### src/rtl/cmpout_pkg.sv
// Package: cmpout_pkg
// Shared widths and the decoded action type for the compare output unit.
// Assumes a two-bit action field; the field encoding is fixed by behaviour.
package cmpout_pkg;
    localparam int MODE_W = 2;

    typedef logic [MODE_W-1:0] mode_t;

    localparam mode_t MODE_HOLD   = 2'b00;
    localparam mode_t MODE_INVERT = 2'b01;
    localparam mode_t MODE_CLEAR  = 2'b10;
    localparam mode_t MODE_SET    = 2'b11;

    typedef enum logic [1:0] {
        ACT_HOLD   = 2'd0,
        ACT_INVERT = 2'd1,
        ACT_CLEAR  = 2'd2,
        ACT_SET    = 2'd3
    } act_e;
endpackage

### src/rtl/cmpout_action.sv
// Module: cmpout_action
// Merges the match and force strobes into one event and decodes the
// action field into an action code. Purely combinational.
// Assumes strobes are single-cycle and synchronous to the unit clock.
module cmpout_action
    import cmpout_pkg::*;
(
    input  mode_t mode_i,
    input  logic  match_i,
    input  logic  force_i,
    output logic  evt_o,
    output act_e  act_o
);

    // Purpose: a force is indistinguishable from a real match
    always_comb begin
        evt_o = match_i | force_i;
    end

    // Purpose: map the field value to the action applied on an event
    always_comb begin
        unique case (mode_i)
            MODE_INVERT: act_o = ACT_INVERT;
            MODE_CLEAR:  act_o = ACT_CLEAR;
            MODE_SET:    act_o = ACT_SET;
            default:     act_o = ACT_HOLD;
        endcase
    end

endmodule

### src/rtl/cmpout_state.sv
// Module: cmpout_state
// Holds the internal compare state bit. An event applies the decoded
// action; otherwise a software write loads a value. Events win over
// writes in the same cycle, including hold events.
// Assumes synchronous active-low reset to 0.
module cmpout_state
    import cmpout_pkg::*;
(
    input  logic clk,
    input  logic rst_n,
    input  logic evt_i,
    input  act_e act_i,
    input  logic wr_i,
    input  logic wr_dat_i,
    output logic state_o
);

    logic state_nxt;

    // Purpose: choose the next state from event action or software write
    always_comb begin
        state_nxt = state_o;
        if (evt_i) begin
            unique case (act_i)
                ACT_INVERT: state_nxt = ~state_o;
                ACT_CLEAR:  state_nxt = 1'b0;
                ACT_SET:    state_nxt = 1'b1;
                default:    state_nxt = state_o;
            endcase
        end else if (wr_i) begin
            state_nxt = wr_dat_i;
        end
    end

    // Purpose: register the compare state with synchronous reset
    always_ff @(posedge clk) begin
        if (!rst_n) begin
            state_o <= 1'b0;
        end else begin
            state_o <= state_nxt;
        end
    end


    reset_clears_chk: assert property (@(posedge clk)
        !rst_n |=> !state_o);


    invert_flips_chk: assert property (@(posedge clk) disable iff (!rst_n)
        (evt_i && act_i == ACT_INVERT) |=> (state_o != $past(state_o)));


    clear_low_chk: assert property (@(posedge clk) disable iff (!rst_n)
        (evt_i && act_i == ACT_CLEAR) |=> !state_o);


    set_high_chk: assert property (@(posedge clk) disable iff (!rst_n)
        (evt_i && act_i == ACT_SET) |=> state_o);


    hold_stable_chk: assert property (@(posedge clk) disable iff (!rst_n)
        (evt_i && act_i == ACT_HOLD) |=> $stable(state_o));


    sw_load_chk: assert property (@(posedge clk) disable iff (!rst_n)
        (!evt_i && wr_i) |=> (state_o == $past(wr_dat_i)));

endmodule

### src/rtl/cmpout_pin_mux.sv
// Module: cmpout_pin_mux
// Selects the pin data source and gates it with the direction bit.
// Any non-zero action field overrides the port data; direction is
// never overridden. Combinational; assertions sample on the clock.
module cmpout_pin_mux
    import cmpout_pkg::*;
(
    input  logic  clk,
    input  logic  rst_n,
    input  mode_t mode_i,
    input  logic  state_i,
    input  logic  port_dat_i,
    input  logic  dir_out_i,
    output logic  pin_o,
    output logic  pin_oe_o
);

    logic override;

    // Purpose: the compare state owns the pin data when any field bit is set
    always_comb begin
        override = |mode_i;
    end

    // Purpose: drive pin data and enable; an input pin is driven as 0
    always_comb begin
        pin_oe_o = dir_out_i;
        if (!dir_out_i) begin
            pin_o = 1'b0;
        end else if (override) begin
            pin_o = state_i;
        end else begin
            pin_o = port_dat_i;
        end
    end


    override_src_chk: assert property (@(posedge clk) disable iff (!rst_n)
        (dir_out_i && mode_i != MODE_HOLD) |-> (pin_o == state_i));


    port_src_chk: assert property (@(posedge clk) disable iff (!rst_n)
        (dir_out_i && mode_i == MODE_HOLD) |-> (pin_o == port_dat_i));


    input_quiet_chk: assert property (@(posedge clk) disable iff (!rst_n)
        !dir_out_i |-> (!pin_o && !pin_oe_o));

endmodule

### src/rtl/cmp_output_unit.sv
// Module: cmp_output_unit
// Top of the compare match output unit: event/action decode, compare
// state register and pin source mux.
// Assumes all inputs are synchronous to clk.
module cmp_output_unit
    import cmpout_pkg::*;
(
    input  logic        clk,
    input  logic        rst_n,
    input  logic        match_i,
    input  logic        force_i,
    input  logic [1:0]  act_mode_i,
    input  logic        port_dat_i,
    input  logic        dir_out_i,
    input  logic        sw_wr_i,
    input  logic        sw_dat_i,
    output logic        pin_o,
    output logic        pin_oe_o
);

    logic evt;
    act_e act;
    logic cmp_state;

    cmpout_action u_action (
        .mode_i  (act_mode_i),
        .match_i (match_i),
        .force_i (force_i),
        .evt_o   (evt),
        .act_o   (act)
    );

    cmpout_state u_state (
        .clk      (clk),
        .rst_n    (rst_n),
        .evt_i    (evt),
        .act_i    (act),
        .wr_i     (sw_wr_i),
        .wr_dat_i (sw_dat_i),
        .state_o  (cmp_state)
    );

    cmpout_pin_mux u_pin (
        .clk        (clk),
        .rst_n      (rst_n),
        .mode_i     (act_mode_i),
        .state_i    (cmp_state),
        .port_dat_i (port_dat_i),
        .dir_out_i  (dir_out_i),
        .pin_o      (pin_o),
        .pin_oe_o   (pin_oe_o)
    );


    force_is_event_chk: assert property (@(posedge clk) disable iff (!rst_n)
        (force_i && act_mode_i == 2'b11) |=> (!dir_out_i || act_mode_i == 2'b00 || pin_o));


    oe_follows_dir_chk: assert property (@(posedge clk) disable iff (!rst_n)
        pin_oe_o == dir_out_i);

endmodule

### config.mk
export PLATFORM = sky130hd
export DESIGN_NAME = cmp_output_unit
export DESIGN_NICKNAME = d
export VERILOG_FILES = /design/src/rtl/cmpout_pkg.sv /design/src/rtl/cmpout_action.sv /design/src/rtl/cmpout_state.sv /design/src/rtl/cmpout_pin_mux.sv /design/src/rtl/cmp_output_unit.sv
export SDC_FILE = /design/constraint.sdc
export NUM_CORES = 1
export LEC_CHECK = 0
export ABC_CLOCK_PERIOD_IN_PS = 950
export BUFFER_PORTS_ARGS = -buffer_cell sky130_fd_sc_hd__buf_2
export CORE_AREA = 2 2 39 41
export CTS_BUF_LIST = sky130_fd_sc_hd__clkbuf_8
export CTS_CLUSTER_DIAMETER = 30
export DETAILED_ROUTE_END_ITERATION = 6
export DIE_AREA = 0 0 41 43
export PLACE_DENSITY = 0.3
export RECOVER_POWER = 100
export SLEW_MARGIN = 20
export SYNTH_ARGS = -nofsm -noshare
export SYNTH_HDL_FRONTEND = slang
export SYNTH_SLANG_ARGS = --single-unit
export TNS_END_PERCENT = 1
### constraint.sdc
create_clock -name clk -period 0.95 [get_ports clk]
set_input_delay 0.1425 -clock clk [delete_from_list [all_inputs] [get_ports clk]]
set_output_delay 0.1425 -clock clk [all_outputs]
set_load 0.005 [all_outputs]
=== After elaboration in Yosys (flattened, before gate mapping) ===
Cells that the tools add are included.

* Input bits: 10
* Flip-flop bits (word level): 1
* Logic and storage cells: 19

* Reduce and logical (&&, ||, !) cells: 3
* Bitwise operators: 2
* Equal/unequal tests: 7
* Multiplexer cells: 6

{| class="wikitable"
|+ Operators by type and width
! cell !! count
|-
| 2-bit == test (second input constant) || 4
|-
| 2-bit case mux with 3 select lines || 1
|-
| 2-bit by 1-bit == test with 1-bit output (second input constant) || 2
|-
| 1-bit 2-to-1 mux || 4
|-
| 4-bit by 1-bit != test with 1-bit output (second input constant) || 1
|-
| 1-bit case mux with 3 select lines || 1
|-
| 2-bit AND reduction || 1
|-
| 2-bit nonzero test || 1
|-
| 2-bit OR reduction || 1
|-
| 1-bit inverter || 1
|-
| 1-bit bitwise OR || 1
|}

=== Longest topological paths before layout ===
Gate-level depths: netlist (run 1).

* Word-level depth: 5
* Depth in mapped cells: 5
* Gate-level depth less buffers: 5

=== By module ===
A second synthesis (run 1) with hierarchy kept.

* Cell total of the unflattened synthesis: 15
* Area, all modules: 107.6 µm²

{| class="wikitable"
|+ Modules (own cells, without submodules)
! module !! instances !! cells an instance !! area each (µm²)
|-
| cmpout_state || 1 || 8 || 67.6
|-
| cmpout_pin_mux || 1 || 4 || 26.3
|-
| cmpout_action || 1 || 3 || 13.8
|}

=== Least setup slack after synthesis (run 1) ===
OpenSTA, ideal clock, no wires.

* Kind: input -> register
* From: in act_mode_i[0]
* To: reg u_state.state_o
* Library setup time: 0.086 ns
* Arrival time: 0.913 ns
* Cell stages on the path: 5
* Buffers on the path: 0
* Slack: -0.048 ns
* Cells stage by stage: inv_1 ha_1 nor2_1 mux2_4 a211oi_1

* Cells in the longest elaborated chain, start to end: 5

{| class="wikitable"
|+ Ends and longest elaborated chain
! element !! RTL line !! source
|-
| start, declared || cmp_output_unit.sv:12 || <nowiki>input logic [1:0] act_mode_i,</nowiki>
|-
| 2-bit == test / 2-bit by 1-bit == test with 1-bit output (equally long branches) || cmpout_action.sv:22 || <nowiki>unique case (mode_i)</nowiki>
|-
| 2-bit case mux with 3 select lines * || cmpout_action.sv:22 ||
|-
| 2-bit == test / 2-bit by 1-bit == test with 1-bit output (equally long branches) || cmpout_state.sv:24 || <nowiki>unique case (act_i)</nowiki>
|-
| 1-bit case mux with 3 select lines / 4-bit by 1-bit != test with 1-bit output (equally long branches) || - ||
|-
| 1-bit 2-to-1 mux / 2-bit AND reduction (equally long branches) || - ||
|-
| end signal, assigned || cmpout_state.sv:40 || <nowiki>state_o <= state_nxt;</nowiki>
|-
| end, declared || cmpout_state.sv:15 || <nowiki>output logic state_o</nowiki>
|}

Mark *: on every way between the ends. The rest lies on a longest branch, timed or not.
A chain may end at the register's enable or synchronous reset.

=== Final worst setup path (run 1) ===
Ends and elaborated chain as after synthesis.

==> metrics.cfg, run 1 <==
[status]
status=finished, violations left
violations=setup timing

[global_routing]
grtUsageMet3_pct=0
grt_pass1_wl_um=510
grt_max_degree=4
top_usage_layer=met2
grt_use_met1_pct=5.71
overflow=0
grt_util_met2_pct=6.25
grt_usage_pct=3.80
grt_pass1_vias=142
antenna_found_initial=0

[worst_setup_path]
path_cells=buf_6, inv_2, ha_4, nor2_2, mux2_4, a211oi_2
crit_fanout=3
startpoint_type=input port
critical_path_class=in2reg
cp.required_ns=0.87
slowest_delay_ns=0.27
crit_path_end_kind=flop
worstPathArrival_ns=0.98
crit_slowest_cell=mux2_4

[layout]
regMostFlops=u_state.state_o
top_regs=u_state.state_o (1)
syn_to_final_growth_pct=106
final_common_cell=buf_2
largest_reg_flops=1
layout-drive-gt1-share_pct=66.7
n_antenna_cell=0
finalNetCount=44
fillers=158
instances_no_fill=46
layout_common_cells=buf_2, buf_4, inv_1, nor2_1, buf_6
utilization_pct=20.1

[sta]
min_period_ns=1.06
tightest_slew_ns=0.378
slew_headroom_pct=74.5
drv_slew=0
worst_slack_ns=-0.109
fmax_ghz=0.945
setup_viol=1
finClkSkew_ns=0
finalCritPeriodShare_pct=111
hold_viol=0
rsz0062_at_grt=yes

[cts]
clk_latency_ns=0
hold_buffers=0
cts_setup_buffers=0
clk_pin_slew_ns=0

[detailed_routing]
first_iter_violations=2
wirelength_um=325
postRouteAntennaNets=0
drc=0
viasPerCell=3.48
first_pass_iters=2
wire_per_inst_um=7.07
vias=160

[floorplan]
core-area_um2=1380
ios=12
die_h_um=43
die_w_um=41
std_cell_rows=14
dieArea_um2=1760
initial_core_util_pct=9.76

[synthesis]
synth_cells=17
synth.yosys.seq_area_share_pct=14.8
synthesis.nets=29
syn_area_per_cell_um2=7.95
synth_cell_types=11
synth-seq-cells=1
synth_area_um2=135
synth_warnings=0

[power_and_ir_drop]
power.leakage_nw=0.127
powerDensity_nw_per_um2=581
total_power_w=0.000161
peakVddDrop_v=0.000226

[placed_design]
pre_cts_ws_ns=-0.159
placed_cells=46
dp_hpwl_um=286
finalWeightedCongestion=0.600
portBuffers=11

[worst_hold_path]
min_path_type=in2reg

[job]
drv_cap=0

## kinds of logic (layout without fill, tap and decap cells)
kind of cell,Yosys count,count (layout),synth area share (%)
compound gates,3,3,18.5
simple gates,4,4,13.0
mux,2,2,18.5
buf+inv,5,18,16.7
flops,1,1,14.8
fa+ha+maj,2,2,18.5
## report_power, final
| part | internal (W) | switching [W] |
|---|---|---|
| sequential | 0.0000480 | 0.00000386 |
| combinational | 0.0000637 | 0.0000459 |
| clock | 0 | 0 |
## critical path, delay by kind of cell
kind	cells	cell delay, ns
compound gates	1	0.16
fa+ha+maj	1	0.25
buf+inv	2	0.12
mux	1	0.27
simple gates	1	0.04
## routing by layer
layer	vias up	share of wire, %
li1	85	-
met3	0	14
met1	63	52
met4	0	0
met2	12	34
met5	-	0
## synth_stat cells
cell type	number	share of area (%)
o41ai_1	1	6.5
mux2i_1	1	7.4
a2111oi_0	1	6.5
nor2_1	3	8.3
nor2b_1	1	4.6
mux2_4	1	11
buf_4	1	5.6
inv_1	4	11
ha_1	2	19
dfxtp_1	1	15
a211oi_1	1	5.6
## stage by stage
step	setup TNS, ns	hold WS, ns	area, um2
5_1_grt	-0.137	0.438	278
3_5_place_dp	-0.161	0.415	251
6_report	-0.109	0.410	278
4_1_cts	-0.115	0.415	277
3_3_place_gp	-0.145	0.404	251
2_1_floorplan	0	0.292	161
## path summary, 6_finish.rpt
path,startpoint,endpoint,slack (ns),cells after the start
worst max register to register,u_state.state_o,u_state.state_o,0.15,3
worst min-delay path,rst_n,u_state.state_o,0.41,3
worst min register to register,u_state.state_o,u_state.state_o,0.48,2
worst max-delay path,act_mode_i[0],u_state.state_o,-0.11,6
## final cells by class
type / instances / area, um2 / share of cell area (%)
inverters: 4 / 17.5 / 6.31
multi-input cells: 11 / 131 / 47.3
flip-flops and latches: 1 / 20.0 / 7.21
well taps: 16 / 20.0 / 7.21
repair buffers: 14 / 88.8 / 32.0
## repair_timing
action                                  CTS  global route
cloned                                    0             0
endpoints found under the setup margin    2             2
resized for setup                         3             1
Note: power is estimated with default switching activity, not from simulation.
==> run 2: changes to the inputs <==
--- a/config.mk
+++ b/config.mk
@@ -5,6 +5,7 @@
 export SDC_FILE = /design/constraint.sdc
 export NUM_CORES = 1
 export LEC_CHECK = 0
+export ABC_AREA = 1
 export ABC_CLOCK_PERIOD_IN_PS = 950
 export BUFFER_PORTS_ARGS = -buffer_cell sky130_fd_sc_hd__buf_2
 export CORE_AREA = 2 2 39 41
@@ -12,7 +13,8 @@
 export CTS_CLUSTER_DIAMETER = 30
 export DETAILED_ROUTE_END_ITERATION = 6
 export DIE_AREA = 0 0 41 43
-export PLACE_DENSITY = 0.3
+export HOLD_SLACK_MARGIN = 0.08
+export PLACE_DENSITY = 0.32
 export RECOVER_POWER = 100
 export SLEW_MARGIN = 20
 export SYNTH_ARGS = -nofsm -noshare
==> run 2 against run 1 <==
The run now ends clean. Fmax up 18%. Setup slack better by 0.16 ns. Synthesized cell count increased by 88%. Register-to-register slack better by 0.06 ns. Global-route usage rose by 0.60 points. Sequential cell count stayed put. Worst hold slack got worse by 0.051 ns. Final cell count grew 28%. Critical path depth increased by 2. Via count is 18% higher. Critical endpoint unchanged. Largest power group unchanged. Highest routed layer unchanged.
==> metrics.cfg, run 2 <==
[worst_setup_path]
worstPathArrival_ns=0.79
startpoint_type=input port
critical_path_class=in2reg
reg2reg_slack_ns=0.21
rr_worst_depth=5
reg2reg_from=u_state.state_o
crit_path_end_kind=flop
r2r-end=u_state.state_o
cp.required_ns=0.84
crit_fanout=3

[global_routing]
grt_max_degree=5
grt_usage_pct=4.40
overflow=0
grt_pass1_wl_um=586
antenna_found_initial=0
grt_pass1_vias=171

[synthesis]
synth_top_area_share_pct=22.6
ys_top_cells_by_area=nand2_1, inv_1, ha_1, dfxtp_1, nor2_1
synth.area.mux_share_pct=0
synth_xor_area_share_pct=0
synth_cells=32
synth.yosys.seq_area_share_pct=12.0
synth_edf_count=0
synth_compound_area_share_pct=9.02
synthesis.nets=44
synthMostInstantiatedCell=nand2_1
synth_warnings=0
yosys.area_share.simple_pct=39.1
synth-main-ff-cell=dfxtp_1
syn_area_per_cell_um2=5.20
synth-seq-cells=1
yosys.area_share.adder_pct=15.0
yosys.area.top_type=nand2_1
synth_cell_types=10
synth-async-reset-ratio_pct=0
synth_area_um2=166
ys_top_cells_by_count=nand2_1, inv_1, nor2_1
synth_top_family_by_area=simple AND/OR/NAND/NOR gates

[floorplan]
initial_core_util_pct=12.0
core-area_um2=1380
die_w_um=41
ios=12
die_h_um=43
std_cell_rows=14
dieArea_um2=1760

[sta]
fmax_ghz=1.11
hold_viol=0
setup_viol=0
fin_setup_tns_ns=0
rsz0062_at_grt=yes
fin_hold_ws_ns=0.359
finClkSkew_ns=0
worst_slack_ns=0.0514
slew_headroom_pct=89.5
finalCritPeriodShare_pct=94.6
tightest_slew_ns=0.157
min_period_ns=0.899
drv_slew=0

[cts]
hold_buffers=0
clk_latency_ns=0
cts_setup_buffers=0
clk_pin_slew_ns=0

[layout]
finalNetCount=57
layout_common_cells=nand2_1, buf_2, inv_1
layout-drive-gt1-share_pct=39.5
seqCellArea_um2=20.0
multiInputGateArea_um2=125
final_common_cell=nand2_1
largest_reg_flops=1
top_regs=u_state.state_o (1)
syn_to_final_growth_pct=71.4
regMostFlops=u_state.state_o
fillers=162
n_antenna_cell=0
utilization_pct=20.6

[placed_design]
finalWeightedCongestion=0.654
pre_cts_ws_ns=-0.0578
portBuffers=11
dp_hpwl_um=321

[detailed_routing]
vias=188
drc=0
viasPerCell=3.19
wirelength_um=351
first_iter_violations=1
postRouteAntennaNets=0
first_pass_iters=2
wire_per_inst_um=5.95

[worst_hold_path]
holdPathEnd=u_state.state_o
min_path_type=in2reg
holdCritStartpoint=rst_n
hold_depth=3

[power_and_ir_drop]
pwr-share-seq_pct=32.1
pwr-share-clk_pct=0
switching_power_w=0.0000519
p_sw_share_pct=33.3
powerDensity_nw_per_um2=546
power.internal_w=0.000104
combPwrFrac_pct=67.9
power.leakage_nw=0.165
peakVddDrop_v=0.0000935

[job]
drv_cap=0

[status]
status=complete, no violations

## run 2: final cells by class
type	count	area share (%)
inverter	9	13.6
tap	16	7.02
sequential	1	7.02
multi-input combinational	21	43.9
timing repair buffer	12	28.5
## run 2: how the worst max path moves through the flow
stage	startpoint	endpoint	depth (start not counted)
after global routing	act_mode_i[1]	u_state.state_o	8
after global placement	act_mode_i[0]	u_state.state_o	9
after CTS	act_mode_i[1]	u_state.state_o	8
after detailed placement	act_mode_i[0]	u_state.state_o	9
final	act_mode_i[1]	u_state.state_o	8
after floorplan	act_mode_i[0]	u_state.state_o	8
## run 2: logic make-up (layout without fill, tap and decap cells)
kind of cell               Yosys count  count (layout)
DFF                                  1               1
AOI/OAI and AO/OA                    3               3
buffers and inverters               10              21
and+or+nand+nor                     16              16
adders and majority gates            2               2
## run 2: power by group through the flow
stage / Sequential [W] / Combinational, W / Clock, W
after global routing: 0.0000508 / 0.000126 / 0
after CTS: 0.0000504 / 0.0000985 / 0
after global placement: 0.0000504 / 0.0000871 / 0
final: 0.0000501 / 0.000106 / 0
after floorplan: 0.0000494 / 0.0000513 / 0
after detailed placement: 0.0000504 / 0.0000865 / 0
## run 2: stage by stage
stage	instances	total power (W)	cell area (um2)
5_1_grt	59	0.000176	285
3_5_place_dp	59	0.000137	241
4_1_cts	59	0.000149	267
3_3_place_gp	59	0.000137	241
6_report	59	0.000156	285
2_1_floorplan	32	0.000101	166
## run 2: per-layer routing
metal  GRT usage [%]  up-vias  part of all wire, %
li1                -      114                    -
met2            8.44        8                   42
met4               0        0                    0
met1            5.40       66                   49
met5               0        -                    0
met3               0        0                  9.1
## run 2: timing repair
| action | CTS | global route |
|---|---|---|
| pin swaps | 2 | 7 |
| setup endpoints to repair | 1 | 2 |
| gates resized for setup | 5 | 6 |
## run 2: worst max-delay path: stages
cell,delay [ns]
buf_8,0.08
inv_4,0.03
ha_4,0.25
nor2_1,0.03
nand2_1,0.07
nand3_2,0.06
nor2_2,0.07
nor2_1,0.04
==> run 3: changes to the inputs <==
--- a/config.mk
+++ b/config.mk
@@ -6,15 +6,15 @@
 export NUM_CORES = 1
 export LEC_CHECK = 0
 export ABC_AREA = 1
-export ABC_CLOCK_PERIOD_IN_PS = 950
+export ABC_CLOCK_PERIOD_IN_PS = 830
 export BUFFER_PORTS_ARGS = -buffer_cell sky130_fd_sc_hd__buf_2
 export CORE_AREA = 2 2 39 41
 export CTS_BUF_LIST = sky130_fd_sc_hd__clkbuf_8
-export CTS_CLUSTER_DIAMETER = 30
+export CTS_CLUSTER_DIAMETER = 50
 export DETAILED_ROUTE_END_ITERATION = 6
 export DIE_AREA = 0 0 41 43
 export HOLD_SLACK_MARGIN = 0.08
-export PLACE_DENSITY = 0.32
+export PLACE_DENSITY = 0.31
 export RECOVER_POWER = 100
 export SLEW_MARGIN = 20
 export SYNTH_ARGS = -nofsm -noshare
==> constraint.sdc (replaced) <==
create_clock -name clk -period 0.83 [get_ports clk]
set_input_delay 0.1245 -clock clk [delete_from_list [all_inputs] [get_ports clk]]
set_output_delay 0.1245 -clock clk [all_outputs]
set_load 0.005 [all_outputs]
==> run 3 against run 2 <==
The flow now finishes with violations (setup timing). Setup slack lost 0.11 ns. Worst hold slack better by 0.0019 ns. Critical path type unchanged. Critical path depth rose by 1. Largest cell class unchanged. Combinational power grew 18%. Register-to-register slack lost 0.12 ns. Final cell count stayed put. Sequential power grew 17%. Utilization up 0.18 points. Critical endpoint unchanged. Wire length shrank 0.85%.
==> metrics.cfg, run 3 (synthesis gave the netlist of run 2 again) <==
[status]
status=finished, violations left
violations=setup timing

[worst_hold_path]
holdPathEnd=u_state.state_o
hold_depth=3
min_path_type=in2reg
holdCritStartpoint=rst_n

[global_routing]
grt_usage_pct=5.00
antenna_found_initial=0
grt_max_degree=5
grt_pass1_wl_um=676
overflow=0
grt_pass1_vias=193

[cts]
clk_pin_slew_ns=0
clk_latency_ns=0
hold_buffers=0

[floorplan]
die_h_um=43
dieArea_um2=1760
initial_core_util_pct=12.0
core-area_um2=1380
die_w_um=41
ios=12
std_cell_rows=14

[worst_setup_path]
rr_worst_depth=5
startpoint_type=input port
cp.required_ns=0.72
path_cells=buf_8, inv_4, ha_4, inv_1, nand2_1, nand2_1, nand3_1, nand2_1, nor2_1
crit_slowest_cell=ha_4
path_delay_family=simple AND/OR/NAND/NOR gates
critPathBufInv=3
critPathLaunch=act_mode_i[1]
critical_path_class=in2reg
crit_path_end_kind=flop
reg2reg_from=u_state.state_o
reg2reg_slack_ns=0.09
slowest_delay_ns=0.20
crit_fanout=3
crit_top_cell=nand2_1
worstPathArrival_ns=0.77
r2r-end=u_state.state_o

[layout]
largest_reg_flops=1
n_antenna_cell=0
top_regs=u_state.state_o (1)
layout-drive-gt1-share_pct=41.9
final_common_cell=nand2_1
fillers=166
syn_to_final_growth_pct=72.9
multiInputGateArea_um2=128
regMostFlops=u_state.state_o
layout_common_cells=nand2_1, buf_2, inv_1
seqCellArea_um2=20.0
finalNetCount=57

[placed_design]
dp_hpwl_um=332
finalWeightedCongestion=0.685
portBuffers=11

[detailed_routing]
first_iter_violations=0
wire_per_inst_um=5.90
viasPerCell=3.27
routed.top_layer=met3
first_pass_iters=1
wirelength_um=348
vias=193
drc=0
wl_met2_um=163
wl_met1_um=157
postRouteAntennaNets=0
wl_met3_um=26

[sta]
finClkSkew_ns=0
tightest_slew_ns=0.158
setup_viol=1
hold_viol=0
fmax_ghz=1.13
finalCritPeriodShare_pct=107
slew_headroom_pct=89.4
min_period_ns=0.885
drv_slew=0
fin_setup_tns_ns=-0.0547
rsz0062_at_grt=yes
worst_slack_ns=-0.0547

[power_and_ir_drop]
powerDensity_nw_per_um2=639
power.leakage_nw=0.161
peakVddDrop_v=0.0000994
total_power_w=0.000184

[job]
drv_cap=0

[run 3: metrics by stage]
| stage | instance area, um2 | util, % | cells | hold WS (ns) | worst slack [ns] |
|---|---|---|---|---|---|
| 2_1_floorplan | 166 | - | 32 | 0.251 | 0.00911 |
| 3_3_place_gp | 241 | 17.5 | 59 | 0.366 | -0.161 |
| 3_5_place_dp | 241 | 17.5 | 59 | 0.364 | -0.167 |
| 4_1_cts | 279 | 20.2 | 59 | 0.366 | -0.0763 |
| 5_1_grt | 288 | 20.8 | 59 | 0.386 | -0.137 |
| 6_report | 288 | 20.8 | 59 | 0.361 | -0.0547 |
[run 3: what timing repair did]
item                                    CTS  global route
gates resized for setup                   9             4
setup buffers                             0             0
endpoints found under the hold margin     0             0
pin swaps                                 3             1
endpoints found under the setup margin    2             2
[run 3: per-layer routing]
| layer | GRT usage (%) | up-vias |
|---|---|---|
| met2 | 9.06 | 8 |
| li1 | - | 115 |
| met4 | 0 | 0 |
| met5 | 0 | - |
| met3 | 0 | 0 |
| met1 | 6.67 | 70 |
[run 3: worst reg2reg max path, stage by stage (launching register included)]
cell and delay, ns:
dfxtp_1 0.32, inv_1 0.06, nand2_1 0.05, a21oi_1 0.05, nor2_1 0.10, nor2_1 0.04
[run 3: how the worst max path moves through the flow]
stage                     depth (start not counted)              end  slack, ns
after floorplan                                   8  u_state.state_o      0.009
after detailed placement                          9  u_state.state_o      -0.17
after global placement                            9  u_state.state_o      -0.16
after global routing                              8  u_state.state_o      -0.14
final                                             9  u_state.state_o      -0.05
after CTS                                         8  u_state.state_o      -0.08
[run 3: power by group]
part	total (W)	internal, W	switching [W]
registers	0.0000584	0.0000548	0.00000360
clock network	0	0	0
logic	0.000125	0.0000678	0.0000575
total	0.000184	0.000123	0.0000611
[run 3: final cells by class]
type                       count  area share [%]
multi-input combinational     21            44.3
timing repair buffer          12            28.3
inverter                       9            13.5
sequential                     1            6.96
tap                           16            6.96
